===== src/rtl/sfc_pkg.sv =====
package sfc_pkg;
  localparam int OP_W = 3;
  localparam int SC_W = 2;

  localparam logic [OP_W-1:0] OP_RD    = 3'd0;
  localparam logic [OP_W-1:0] OP_WR    = 3'd1;
  localparam logic [OP_W-1:0] OP_RMW   = 3'd2;
  localparam logic [OP_W-1:0] OP_INV   = 3'd3;
  localparam logic [OP_W-1:0] OP_WB    = 3'd4;
  localparam logic [OP_W-1:0] OP_WBINV = 3'd5;

  typedef enum logic [1:0] {
    ST_IDLE  = 2'd0,
    ST_LOCAL = 2'd1,
    ST_SEND  = 2'd2,
    ST_WAIT  = 2'd3
  } st_e;
endpackage


===== src/rtl/sfc_decide.sv =====
module sfc_decide
  import sfc_pkg::*;
(
  input  logic [OP_W-1:0] op,
  input  logic [SC_W-1:0] scope,
  input  logic [SC_W-1:0] level,
  output logic            go_fwd,
  output logic            data_op,
  output logic            inv_op
);
  logic known_op;

  always_comb begin
    known_op = (op <= OP_WBINV);
    data_op  = (op == OP_RD) || (op == OP_WR) || (op == OP_RMW);
    inv_op   = (op == OP_INV) || (op == OP_WBINV);
    go_fwd   = known_op && (scope > level);
  end
endmodule


===== src/rtl/sfc_hold.sv =====
module sfc_hold
  import sfc_pkg::*;
#(
  parameter int ADDR_W = 32
) (
  input  logic              clk,
  input  logic              rst_n,
  input  logic              load,
  input  logic [OP_W-1:0]   op_in,
  input  logic [SC_W-1:0]   scope_in,
  input  logic [ADDR_W-1:0] addr_in,
  input  logic              data_in,
  input  logic              inv_in,
  output logic [OP_W-1:0]   op_q,
  output logic [SC_W-1:0]   scope_q,
  output logic [ADDR_W-1:0] addr_q,
  output logic              data_q,
  output logic              inv_q
);
  always_ff @(posedge clk or negedge rst_n) begin
    if (!rst_n) begin
      op_q    <= '0;
      scope_q <= '0;
      addr_q  <= '0;
      data_q  <= 1'b0;
      inv_q   <= 1'b0;
    end else if (load) begin
      op_q    <= op_in;
      scope_q <= scope_in;
      addr_q  <= addr_in;
      data_q  <= data_in;
      inv_q   <= inv_in;
    end
  end
endmodule


===== src/rtl/sfc_fsm.sv =====
module sfc_fsm
  import sfc_pkg::*;
(
  input  logic clk,
  input  logic rst_n,
  input  logic req_valid,
  input  logic go_fwd,
  input  logic fwd_ready,
  input  logic fwd_ack,
  input  logic data_q,
  input  logic inv_q,
  output logic accept,
  output logic req_ready,
  output logic fwd_valid,
  output logic local_strobe,
  output logic up_ack,
  output logic inv_all
);
  st_e state_q, state_d;

  always_comb begin
    state_d      = state_q;
    req_ready    = (state_q == ST_IDLE);
    accept       = req_ready && req_valid;
    fwd_valid    = (state_q == ST_SEND);
    local_strobe = 1'b0;
    up_ack       = 1'b0;
    inv_all      = 1'b0;
    case (state_q)
      ST_IDLE: if (accept) state_d = go_fwd ? ST_SEND : ST_LOCAL;
      ST_LOCAL: begin
        up_ack       = 1'b1;
        local_strobe = data_q;
        state_d      = ST_IDLE;
      end
      ST_SEND: if (fwd_ready) state_d = ST_WAIT;
      ST_WAIT: if (fwd_ack) begin
        up_ack  = 1'b1;
        inv_all = inv_q;
        state_d = ST_IDLE;
      end
      default: state_d = ST_IDLE;
    endcase
  end

  always_ff @(posedge clk or negedge rst_n) begin
    if (!rst_n) state_q <= ST_IDLE;
    else        state_q <= state_d;
  end
endmodule


===== src/rtl/scope_fwd_ctrl.sv =====
module scope_fwd_ctrl
  import sfc_pkg::*;
#(
  parameter int ADDR_W = 32
) (
  input  logic              clk,
  input  logic              rst_n,
  input  logic [1:0]        cfg_level,
  input  logic              req_valid,
  output logic              req_ready,
  input  logic [2:0]        req_op,
  input  logic [1:0]        req_scope,
  input  logic [ADDR_W-1:0] req_addr,
  output logic              fwd_valid,
  input  logic              fwd_ready,
  output logic [2:0]        fwd_op,
  output logic [1:0]        fwd_scope,
  output logic [ADDR_W-1:0] fwd_addr,
  input  logic              fwd_ack,
  output logic              local_strobe,
  output logic              up_ack,
  output logic              inv_all
);
  logic go_fwd, data_op, inv_op, accept, data_q, inv_q;

  sfc_decide u_decide (
    .op     (req_op),
    .scope  (req_scope),
    .level  (cfg_level),
    .go_fwd (go_fwd),
    .data_op(data_op),
    .inv_op (inv_op)
  );

  sfc_hold #(.ADDR_W(ADDR_W)) u_hold (
    .clk     (clk),
    .rst_n   (rst_n),
    .load    (accept),
    .op_in   (req_op),
    .scope_in(req_scope),
    .addr_in (req_addr),
    .data_in (data_op),
    .inv_in  (inv_op),
    .op_q    (fwd_op),
    .scope_q (fwd_scope),
    .addr_q  (fwd_addr),
    .data_q  (data_q),
    .inv_q   (inv_q)
  );

  sfc_fsm u_fsm (
    .clk         (clk),
    .rst_n       (rst_n),
    .req_valid   (req_valid),
    .go_fwd      (go_fwd),
    .fwd_ready   (fwd_ready),
    .fwd_ack     (fwd_ack),
    .data_q      (data_q),
    .inv_q       (inv_q),
    .accept      (accept),
    .req_ready   (req_ready),
    .fwd_valid   (fwd_valid),
    .local_strobe(local_strobe),
    .up_ack      (up_ack),
    .inv_all     (inv_all)
  );
endmodule


===== config.mk =====
export PLATFORM = sky130hd
export DESIGN_NAME = scope_fwd_ctrl
export DESIGN_NICKNAME = d
export VERILOG_FILES = /design/src/rtl/sfc_pkg.sv /design/src/rtl/sfc_decide.sv /design/src/rtl/sfc_hold.sv /design/src/rtl/sfc_fsm.sv /design/src/rtl/scope_fwd_ctrl.sv
export SDC_FILE = /design/constraint.sdc
export NUM_CORES = 1
export LEC_CHECK = 0
export BUFFER_PORTS_ARGS = -buffer_cell sky130_fd_sc_hd__buf_2
export CORE_MARGIN = 2
export CORE_UTILIZATION = 40
export DETAILED_ROUTE_END_ITERATION = 6
export GPL_ROUTABILITY_DRIVEN = 0
export PLACE_DENSITY = 0.75
export SLEW_MARGIN = 20
export SYNTH_ARGS = -nofsm -noshare
export SYNTH_HDL_FRONTEND = slang
export SYNTH_SLANG_ARGS = --single-unit

===== constraint.sdc =====
create_clock -name clk -period 1.5 [get_ports clk]
set_clock_uncertainty 0.15 [all_clocks]
set_input_delay 0.3 -clock clk [delete_from_list [all_inputs] [get_ports clk]]
set_output_delay 0.3 -clock clk [all_outputs]
set_load 0.05 [all_outputs]

Word-level counts from Yosys, hierarchy flattened
Index checks and enable logic that the tools add are counted.
- flip-flop bits (word level): 41
- input port bits: 44
- output and inout port bits: 42
- word-level logic and storage cells: 36
- order comparisons: 2
- eq/ne operators: 10
- multiplexer cells: 10
- reductions and logical operators: 8
- operators by type and width (operator ; count):
    $mux 2 ; 4
    $pmux 2 s4 ; 1
    $eq 3x2->1 const B ; 2
    $eq 2x2->1 const B ; 2
    $mux 1 ; 4
    $ne 2x1->1 const B ; 2
    $eq 3x1->1 const B ; 1
    $eq 3x3->1 const B ; 1
    $le 3x3->1 const B ; 1
    $logic_not 3->1 ; 1
    $logic_or 1x1->1 ; 3
    $reduce_and 3->1 ; 1
    $eq 2x1->1 const B ; 1
    $gt 2x2->1 ; 1
    $logic_and 1x1->1 ; 2
    $logic_not 2->1 ; 1
    $ne 2x2->1 const B ; 1
    $pmux 1 s2 ; 1

Logic depth before layout (Yosys ltp)
Gate-level depths: netlist (run 1).
- depth after elaboration: 5
- depth in mapped cells: 5
- gate-level depth less buffers: 5

Hierarchy
Synthesis (run 1) repeated with hierarchy kept, for this count alone.
- cells, all modules: 109
- area total of the unflattened synthesis: 1690.4 um^2
- modules (own cells, without submodules) (module ; instances ; cells an instance ; area each (um^2) ; sequential area each (um^2)):
    sfc_hold ; 1 ; 82 ; 1493.9 ; 975.9
    sfc_fsm ; 1 ; 17 ; 123.9 ; 50.0
    sfc_decide ; 1 ; 10 ; 72.6 ; 0.0

Least setup slack after synthesis (run 1)
No wires, ideal clock.
- kind: register to output
- from: reg u_fsm.state_q[0]
- to: out inv_all
- arrival time: 1.626 ns
- data required time: 1.050 ns
- slack: -0.576 ns
- stages on the path, launching flop included: 3
- path buffers: 0
- cell sequence: dfrtp_1 > inv_1 > nor3_1
- word-level cells in the longest chain between the ends: 2
- RTL lines (what ; RTL line ; text):
    from (decl) ; sfc_fsm.sv:19 ; st_e state_q, state_d;
    from (signal assigned) ; sfc_fsm.sv:48 ; else state_q <= state_d;
    $eq 2x2->1 ; sfc_fsm.sv:29 ; case (state_q)
    $mux 1 ; sfc_fsm.sv:29 ;
    to (decl) ; scope_fwd_ctrl.sv:22 ; output logic inv_all
Every way passes these cells.

Final worst setup path (run 1)
- from: reg u_fsm.state_q[0]
- to: reg u_hold.addr_q[16]
- word-level cells in the longest chain between the ends: 2
- RTL lines (what ; RTL line ; text):
    $logic_not 2->1 ; sfc_fsm.sv:23 ; req_ready = (state_q == ST_IDLE);
    $logic_and 1x1->1 ; sfc_fsm.sv:24 ; accept = req_ready && req_valid;
    to (signal assigned) ; sfc_hold.sv:30 ; addr_q <= addr_in;
    to (decl) ; sfc_hold.sv:16 ; output logic [ADDR_W-1:0] addr_q,
Every way passes these cells.
A chain may end at the register's enable or synchronous reset.

==> run_results.csv, run 1 <==
group,metric,value,unit
yosys,synthTopCellsByCount,"dfrtp_1, mux2_2, buf_6, inv_1, o21ai_0",
global_routing,antenna_found_initial,0,
routing,drt-initial-drc-count,35,
yosys,yosysWarningCount,0,
global_routing,grt.busiest_layer,"met2",
clock_network,clock-sinks,41,
yosys,syn_area,1680,µm²
yosys,synthDistinctLibCells,16,
placed_design,dp.cells,246,
finish,final_area,2720,µm²
yosys,avgSynthCellArea,15.1,µm²
yosys,ys.flop_type,"dfrtp_1",
finish,nNetsFinal,262,
clock_network,cts_buffer_depth,2,
yosys,synth_top_area_frac,0.611,
clock_network,root_buffer,"clkbuf_8",
worst_setup_path,r2r-start,"u_fsm.state_q[0]",
worst_setup_path,cp-start-kind,"register",
floorplanning,die_w,68.8,µm
worst_setup_path,required,1.52,ns
floorplanning,die_height,68.8,µm
routing,remaining_drc_errors,0,
yosys,synth-async-reset-ratio,1.00,
worst_setup_path,worstRegToRegCells,5,
finish,instances_no_fill,267,
global_routing,first_global_vias,1262,
yosys,synthSimpleGateAreaFrac,0.0357,
worst_setup_path,path_class,"register to register",
yosys,syn_inst,111,
yosys,synth_mux_area_frac,0.261,
global_routing,grt_pass1_wl,5980,µm
yosys,synth_top_family_by_area,"multiplexers",
floorplanning,rows,23,
hold_path,holdPathEnd,"u_hold.addr_q[25]",
global_routing,grtUsageMet2,0.288,
worst_setup_path,end_kind,"register",
placed_design,dp_hpwl,2610,µm
yosys,synthAdderAreaFrac,0.0149,
sta,rsz0062_at_grt,"yes",
run,drv_cap,0,
hold_path,hp-class,"primary input to register",
routing,drtPass1Iterations,4,
worst_setup_path,cp_max_fo,6,
sta,setup_viol_count_final,43,
clock_network,clk_latency,0.28,ns
finish,syn_to_final_growth,61.6,%
yosys,synth-compound-area-share,0.0276,
yosys,synth-edff-count,0,
clock_network,htreeDepth,2,
sta,tightest_slew,0.338,ns
yosys,yosysMostFrequentCell,"dfrtp_1",
floorplanning,dieArea,4740,µm²
sta,hold_viol,0,
worst_setup_path,r2r_setup_slack,-0.17,ns
sta,period_needed,1.67,ns
routing,drtAntennaViolNets,0,
yosys,syn_nets,157,
sta,slew_viol_final,0,
sta,finalCritPeriodShare,1.11,
clock_network,cts_inserted_buffers,5,
finish,drive_gt1_frac,0.714,
yosys,synth-xor-area-share,0.00521,
finish,antenna_cells,0,
global_routing,grt_max_degree,42,
placed_design,placed_cell_area,2330,µm²
hold_path,hold_depth,2,
global_routing,grtUsageMet1,0.228,
yosys,ys_top_cells_by_area,"dfrtp_1, mux2_2, buf_6",
global_routing,use_met3,0.0373,
worst_setup_path,r2r_end,"u_hold.addr_q[16]",
yosys,yosys.area.top_type,"dfrtp_1",
sta,worst_slack,-0.169,ns
clock_network,clkTransAtPathRegs,0.07,ns
worst_setup_path,crit_arrival,1.68,ns
sta,slew-limit-headroom,0.772,
global_routing,overflow,0,
floorplanning,core_area,4030,µm²
routing,wirelength,4220,µm
floorplanning,io_pins,86,
status,status,"complete, but fails checks",
clock_network,cts_tree,"done",
yosys,seq_area_frac_synth,0.611,
floorplanning,initial_core_util,0.417,
global_routing,grt_use_total,0.177,
status,violations,"negative setup slack",
routing,num_vias,1271,
yosys,ys_ff_latch,41,
placed_design,port_buffers,85,
routing,viasPerCell,4.76,
sta,fmax,0.599,GHz
placed_design,dp_slack,-0.110,ns
hold_path,min_from,"req_addr[25]",
routing,wire_per_inst,15.8,µm
-- critical path, stage by stage, from the launching register on --
cell and delay, ns:
dfrtp_2 0.44, nor3b_4 0.25, buf_6 0.15, buf_12 0.12, buf_12 0.13, mux2_4 0.30
-- what timing repair did --
item / 4_1_cts / 5_1_grt
setup buffers: 6 / 2
gates cloned: 4 / 2
hold buffers: 1 / 0
setup endpoints to repair: 43 / 43
gates resized for setup: 23 / 4
hold endpoints to repair: 41 / 0
pin swaps: 1 / 0
-- worst max path at each step --
stage | startpoint | to | slack [ns] | cells past startpoint
after floorplan | u_fsm.state_q[0] | inv_all | -0.17 | 2
after global placement | u_fsm.state_q[1] | u_hold.addr_q[0] | -0.05 | 3
after detailed placement | u_fsm.state_q[1] | u_hold.addr_q[13] | -0.11 | 3
after CTS | u_fsm.state_q[0] | u_hold.addr_q[22] | -0.19 | 5
after global routing | u_fsm.state_q[1] | inv_all | -0.23 | 4
final | u_fsm.state_q[0] | u_hold.addr_q[16] | -0.17 | 5
-- sequential cells by signal, indices dropped and copies added (netlist names) --
signal,count
u_hold.data_q,1
u_fsm.state_q,2
u_hold.scope_q,2
u_hold.inv_q,1
u_hold.op_q,3
u_hold.addr_q,32
-- placed cells by master (no fill, tap or decap), types with 2 or more instances in the layout --
cell,n
buf_6,9
clkbuf_1,3
dfrtp_1,40
buf_16,3
buf_4,2
inv_1,4
nand2_2,2
ha_1,2
o21ai_0,4
buf_2,80
mux2_4,38
buf_12,6
clkbuf_8,5
clkbuf_16,2
-- final cells by class --
type                    instances  area [µm²]
inverters                       5        18.8
repair buffers                103         779
fillers                       297        1310
clock buffers                   8        80.1
well taps                      50        62.6
multi-input cells              60         747
flip-flops and latches         41        1030
-- logic make-up (layout without fill, tap and decap cells) --
logic type,count (synthesis),in the layout
AOI/OAI and AO/OA,8,8
xor gates and xnor gates,1,1
and+or+nand+nor,10,10
DFF,41,41
adders and majority gates,2,2
muxes,39,39
buffers and inverters,10,116
-- per-stage QoR --
stage | hold slack (ns) | TNS (ns) | utilization
global route | 0.0777 | -7.68 | 0.674
floorplan | -0.146 | -3.23 | -
global placement | 0.137 | -0.315 | 0.579
detailed placement | 0.139 | -2.18 | 0.579
CTS | 0.0824 | -4.70 | 0.661
finish | 0.0905 | -5.39 | 0.674
-- metal layers --
metal	vias up	wire, µm
met5	-	0
met3	5	190
li1	594	-
met1	630	1780
met4	0	70
met2	42	2170
Power of run 1 is left out: the tool's default activity adds up to more than one toggle a clock period on the data nets, which glitch-free logic cannot reach.
==> run 2, diff against run 1 <==
--- a/config.mk
+++ b/config.mk
@@ -6,11 +6,12 @@
 export NUM_CORES = 1
 export LEC_CHECK = 0
 export BUFFER_PORTS_ARGS = -buffer_cell sky130_fd_sc_hd__buf_2
+export CORE_ASPECT_RATIO = 1.5
 export CORE_MARGIN = 2
 export CORE_UTILIZATION = 40
 export DETAILED_ROUTE_END_ITERATION = 6
 export GPL_ROUTABILITY_DRIVEN = 0
-export PLACE_DENSITY = 0.75
+export PLACE_DENSITY_LB_ADDON = 0.25
 export SLEW_MARGIN = 20
 export SYNTH_ARGS = -nofsm -noshare
 export SYNTH_HDL_FRONTEND = slang
==> run_results.csv, run 2 (same netlist as run 1, synthesis figures left out) <==
group,metric,value,unit
status,status,"complete, but fails checks",
status,violations,"negative setup slack",
global_routing,grt_pass1_wl,6570,µm
sta,tightest_slew,0.353,ns
clock_network,htreeDepth,2,
floorplanning,io_pins,86,
sta,slew_viol_final,0,
placed_design,dp_hpwl,2920,µm
worst_setup_path,cp-start-kind,"register",
clock_network,clk_latency,0.28,ns
finish,antenna_cells,0,
finish,finalCoreUtilization,0.648,
sta,setup_viol_count_final,43,
sta,slew-limit-headroom,0.764,
sta,finalCritPeriodShare,1.10,
worst_setup_path,cp.buffers_inverters,2,
clock_network,root_buffer,"clkbuf_8",
routing,wire_per_inst,15.3,µm
sta,holdWs,0.0944,ns
floorplanning,core_area,3990,µm²
floorplanning,die_height,83.4,µm
finish,syn_to_final_growth,54.1,%
routing,drtAntennaViolNets,0,
worst_setup_path,cp_top_family,"flip-flops",
sta,worst_slack,-0.148,ns
finish,largest_reg_flops,32,
sta,period_needed,1.65,ns
run,drv_cap,0,
clock_network,clock-sinks,41,
sta,hold_viol,0,
worst_setup_path,path_class,"register to output port",
global_routing,antenna_found_initial,0,
finish,drive_gt1_frac,0.716,
worst_setup_path,critPathSlowestCell,"dfrtp_1",
clock_network,clkTransAtPathRegs,0.08,ns
worst_setup_path,end_kind,"output port",
global_routing,grt_max_degree,28,
worst_setup_path,required,1.05,ns
worst_setup_path,r2r_setup_slack,-0.07,ns
worst_setup_path,path_cells,"buf_6, nand2_4, nor3_4, buf_6",
worst_setup_path,crit_arrival,1.20,ns
finish,top_register,"u_hold.addr_q",
finish,reg.largest.list,"u_hold.addr_q: 32 flops, u_hold.op_q: 3 flops",
global_routing,first_global_vias,1381,
sta,finalSetupTns,-2.46,ns
placed_design,port_buffers,85,
clock_network,cts_buffer_depth,2,
routing,num_vias,1282,
sta,rsz0062_at_grt,"yes",
finish,multi_input_area,749,µm²
finish,fill_cells,320,
worst_setup_path,cp_max_fo,7,
worst_setup_path,cpMostUsedCell,"buf_6",
finish,final_area,2590,µm²
routing,viasPerCell,4.93,
routing,remaining_drc_errors,0,
hold_path,hp-class,"primary input to register",
floorplanning,rows,28,
placed_design,placed_cell_area,2320,µm²
finish,layout_commonest_cell,"buf_2",
global_routing,grt_use_total,0.178,
sta,fmax,0.607,GHz
floorplanning,initial_core_util,0.421,
global_routing,overflow,0,
clock_network,cts_inserted_buffers,5,
routing,drt-initial-drc-count,35,
floorplanning,die_w,56.9,µm
routing,wirelength,3970,µm
finish,final_cell_mix,"buf_2, dfrtp_1, mux2_4, buf_6, buf_8",
finish,regArea,1030,µm²
routing,drtPass1Iterations,4,
clock_network,cts_tree,"done",
floorplanning,dieArea,4750,µm²
worst_setup_path,cpPeakStageDelay,0.41,ns
finish,nNetsFinal,260,
run 2: cell types whose count changed in the layout (fill, tap and decap cells not counted), sizes merged:
cell,before,now
clkbuf,10,6
clkinv,0,2
run 2: path summary, 6_finish.rpt:
kind / cells after the start / endpoint / from
worst max-delay path: 4 / inv_all / u_fsm.state_q[1]
worst min-delay path: 2 / u_hold.addr_q[6] / req_addr[6]
worst max register to register: 4 / u_hold.addr_q[8] / u_fsm.state_q[0]
worst min register to register: 1 / u_hold.addr_q[22] / u_hold.addr_q[22]
max in group asynchronous: 3 / u_fsm.state_q[0] / rst_n
min in group asynchronous: 2 / u_hold.addr_q[24] / rst_n
run 2: metal layers:
layer | vias to the layer above | track usage | share of wire
li1 | 585 | - | -
met1 | 630 | 0.213 | 0.38
met2 | 65 | 0.312 | 0.54
met3 | 2 | 0.0483 | 0.078
met4 | 0 | 0.0444 | 0.0063
met5 | - | 0 | 0
run 2: through the flow:
| stage | setup WS (ns) | cells |
|---|---|---|
| final | -0.148 | 260 |
| after global routing | -0.213 | 260 |
| after global placement | -0.0239 | 243 |
| after CTS | -0.153 | 258 |
| after floorplan | -0.172 | 111 |
| after detailed placement | -0.0826 | 243 |
run 2: layout make-up:
class	instances	area share
Clock inverter	2	0.00386
Tap cell	45	0.0217
Multi-Input combinational cell	60	0.289
Timing Repair Buffer	101	0.253
Sequential cell	41	0.397
Inverter	5	0.00725
Clock buffer	6	0.0280
run 2: what timing repair did:
item,in CTS,in global routing
setup buffers,3,2
hold endpoints to repair,14,0
hold buffers,1,0
setup endpoints to repair,36,43
gates cloned,3,0
gates resized for setup,33,6
run 2: worst reg2reg max path: stages (launching register included):
cell,delay [ns]
dfrtp_2,0.44
nor3b_4,0.27
buf_6,0.17
buf_8,0.14
mux2_4,0.30
Power of run 2 is left out for the same reason.
==> run 3, diff against run 2 <==
--- a/config.mk
+++ b/config.mk
@@ -12,7 +12,9 @@
 export DETAILED_ROUTE_END_ITERATION = 6
 export GPL_ROUTABILITY_DRIVEN = 0
 export PLACE_DENSITY_LB_ADDON = 0.25
+export SKIP_CTS_REPAIR_TIMING = 1
 export SLEW_MARGIN = 20
 export SYNTH_ARGS = -nofsm -noshare
 export SYNTH_HDL_FRONTEND = slang
+export SYNTH_HIERARCHICAL = 1
 export SYNTH_SLANG_ARGS = --single-unit
==> run_results.csv, run 3 <==
group,metric,value,unit
yosys,synth-async-reset-ratio,1.00,
sta,period_needed,1.65,ns
worst_setup_path,critPathSlowestCell,"dfrtp_2",
routing,wl_met2,2330,µm
clock_network,htreeDepth,2,
worst_setup_path,cp_top_family,"flip-flops",
clock_network,clock-sinks,41,
routing,viasPerCell,4.94,
worst_setup_path,path_cells,"buf_4, a21oi_2, buf_6",
yosys,yosysWarningCount,6,
sta,tightest_slew,0.423,ns
clock_network,cts_inserted_buffers,5,
yosys,synth-edff-count,0,
global_routing,first_global_vias,1299,
global_routing,grt_use_total,0.160,
routing,wire_per_inst,16.2,µm
yosys,syn_area,1690,µm²
routing,drtPass1Iterations,4,
finish,multi_input_area,738,µm²
global_routing,grt_max_degree,42,
placed_design,dp_hpwl,2770,µm
sta,slew_viol_final,0,
finish,fill_cells,327,
sta,hold_viol,0,
sta,holdWs,0.0653,ns
worst_setup_path,cp-start-kind,"register",
hold_path,hold_depth,2,
finish,reg.largest.list,"u_hold/addr_q: 32 flops, u_hold/op_q: 3 flops",
sta,setup_viol_count_final,43,
worst_setup_path,worstRegToRegCells,5,
clock_network,clkTransAtPathRegs,0.07,ns
worst_setup_path,r2r-start,"u_fsm/state_q[1]",
hold_path,hp-class,"primary input to register",
worst_setup_path,r2r_end,"u_hold/addr_q[28]",
yosys,yosys.area.top_type,"dfrtp_1",
worst_setup_path,cp.buffers_inverters,2,
finish,final_cell_mix,"buf_2, mux2_4, dfrtp_1, clkbuf_8, buf_6",
worst_setup_path,cpPeakStageDelay,0.45,ns
finish,largest_reg_flops,32,
yosys,ys_top_cells_by_area,"dfrtp_1, mux2_2, mux2_4",
finish,regArea,1030,µm²
yosys,yosysMostFrequentCell,"dfrtp_1",
yosys,ys.flop_type,"dfrtp_1",
finish,nNetsFinal,255,
worst_setup_path,end_kind,"output port",
sta,rsz0062_at_grt,"yes",
floorplanning,die_w,57.1,µm
routing,drt-initial-drc-count,15,
routing,wl_met1,1500,µm
hold_path,holdPathEnd,"u_fsm/state_q[1]",
sta,finalSetupTns,-1.76,ns
yosys,avgSynthCellArea,15.5,µm²
run,drv_cap,0,
floorplanning,rows,29,
global_routing,overflow,0,
floorplanning,io_pins,86,
worst_setup_path,crit_arrival,1.20,ns
finish,top_register,"u_hold/addr_q",
sta,fmax,0.607,GHz
placed_design,port_buffers,85,
global_routing,antenna_found_initial,0,
status,violations,"negative setup slack",
routing,wl_met3,261,µm
floorplanning,die_height,83.6,µm
placed_design,placed_cell_area,2240,µm²
clock_network,root_buffer,"clkbuf_8",
clock_network,cts_buffer_depth,2,
routing,num_vias,1259,
sta,worst_slack,-0.148,ns
worst_setup_path,r2r_setup_slack,-0.06,ns
routing,wirelength,4130,µm
routing,remaining_drc_errors,0,
worst_setup_path,path_class,"register to output port",
yosys,synth_top_area_frac,0.607,
yosys,synthDistinctLibCells,20,
yosys,ys_ff_latch,41,
worst_setup_path,cp_max_fo,5,
finish,finalCoreUtilization,0.630,
yosys,seq_area_frac_synth,0.607,
finish,antenna_cells,0,
floorplanning,core_area,4140,µm²
finish,drive_gt1_frac,0.722,
clock_network,clk_latency,0.28,ns
global_routing,grt_pass1_wl,5910,µm
finish,syn_to_final_growth,54.3,%
yosys,syn_nets,155,
routing,top_layer,"met4",
status,status,"complete, but fails checks",
clock_network,cts_tree,"done",
worst_setup_path,required,1.05,ns
floorplanning,dieArea,4770,µm²
finish,layout_commonest_cell,"buf_2",
sta,finalCritPeriodShare,1.10,
floorplanning,initial_core_util,0.409,
sta,slew-limit-headroom,0.718,
finish,final_area,2610,µm²
yosys,synthTopCellsByCount,"dfrtp_1, mux2_2, mux2_4",
yosys,syn_inst,109,
routing,drtAntennaViolNets,0,
hold_path,min_from,"fwd_ack",
## run 3: cell types whose count changed in the layout (fill, tap and decap cells not counted), sizes merged, moves of 2 or more
cell,previous run,this run
buf,100,93
clkbuf,6,10
nor2b,2,0
o21ai,4,0
## run 3: cell families (layout without fill, tap and decap cells)
logic type / Yosys count / count (layout) / synth area share
DFF: 41 / 41 / 0.607
muxes: 40 / 40 / 0.288
buffers and inverters: 11 / 111 / 0.0400
and+or+nand+nor: 8 / 8 / 0.0230
AOI/OAI and AO/OA: 6 / 6 / 0.0222
adders and majority gates: 2 / 2 / 0.0148
xor gates and xnor gates: 1 / 1 / 0.00518
## run 3: worst max path at each step
stage	start	to	slack, ns	depth (start not counted)
after floorplan	u_fsm/state_q[0]	u_hold/addr_q[23]	-0.26	6
after CTS	u_fsm/state_q[0]	inv_all	-0.29	3
final	u_fsm/state_q[1]	up_ack	-0.15	3
after global placement	req_scope[0]	u_fsm/state_q[1]	-0.11	6
after detailed placement	req_scope[0]	u_fsm/state_q[1]	-0.13	6
after global routing	u_fsm/state_q[1]	up_ack	-0.19	3
## run 3: layer usage
layer	global-route usage	up-vias
met3	0.0558	4
met2	0.290	51
li1	-	576
met5	0	-
met1	0.162	628
met4	0.0634	0
## run 3: per-stage QoR
step | cells | worst slack (ns)
after floorplan | 109 | -0.260
after global placement | 243 | -0.113
final | 255 | -0.148
after detailed placement | 243 | -0.131
after CTS | 250 | -0.287
after global routing | 255 | -0.195
## run 3: cell type report
class	instances	area share
inverters	7	0.0120
flip-flops and latches	41	0.394
repair buffers	97	0.255
clock buffers	7	0.0331
well taps	46	0.0221
multi-input cells	57	0.283
Power of run 3 is left out for the same reason.
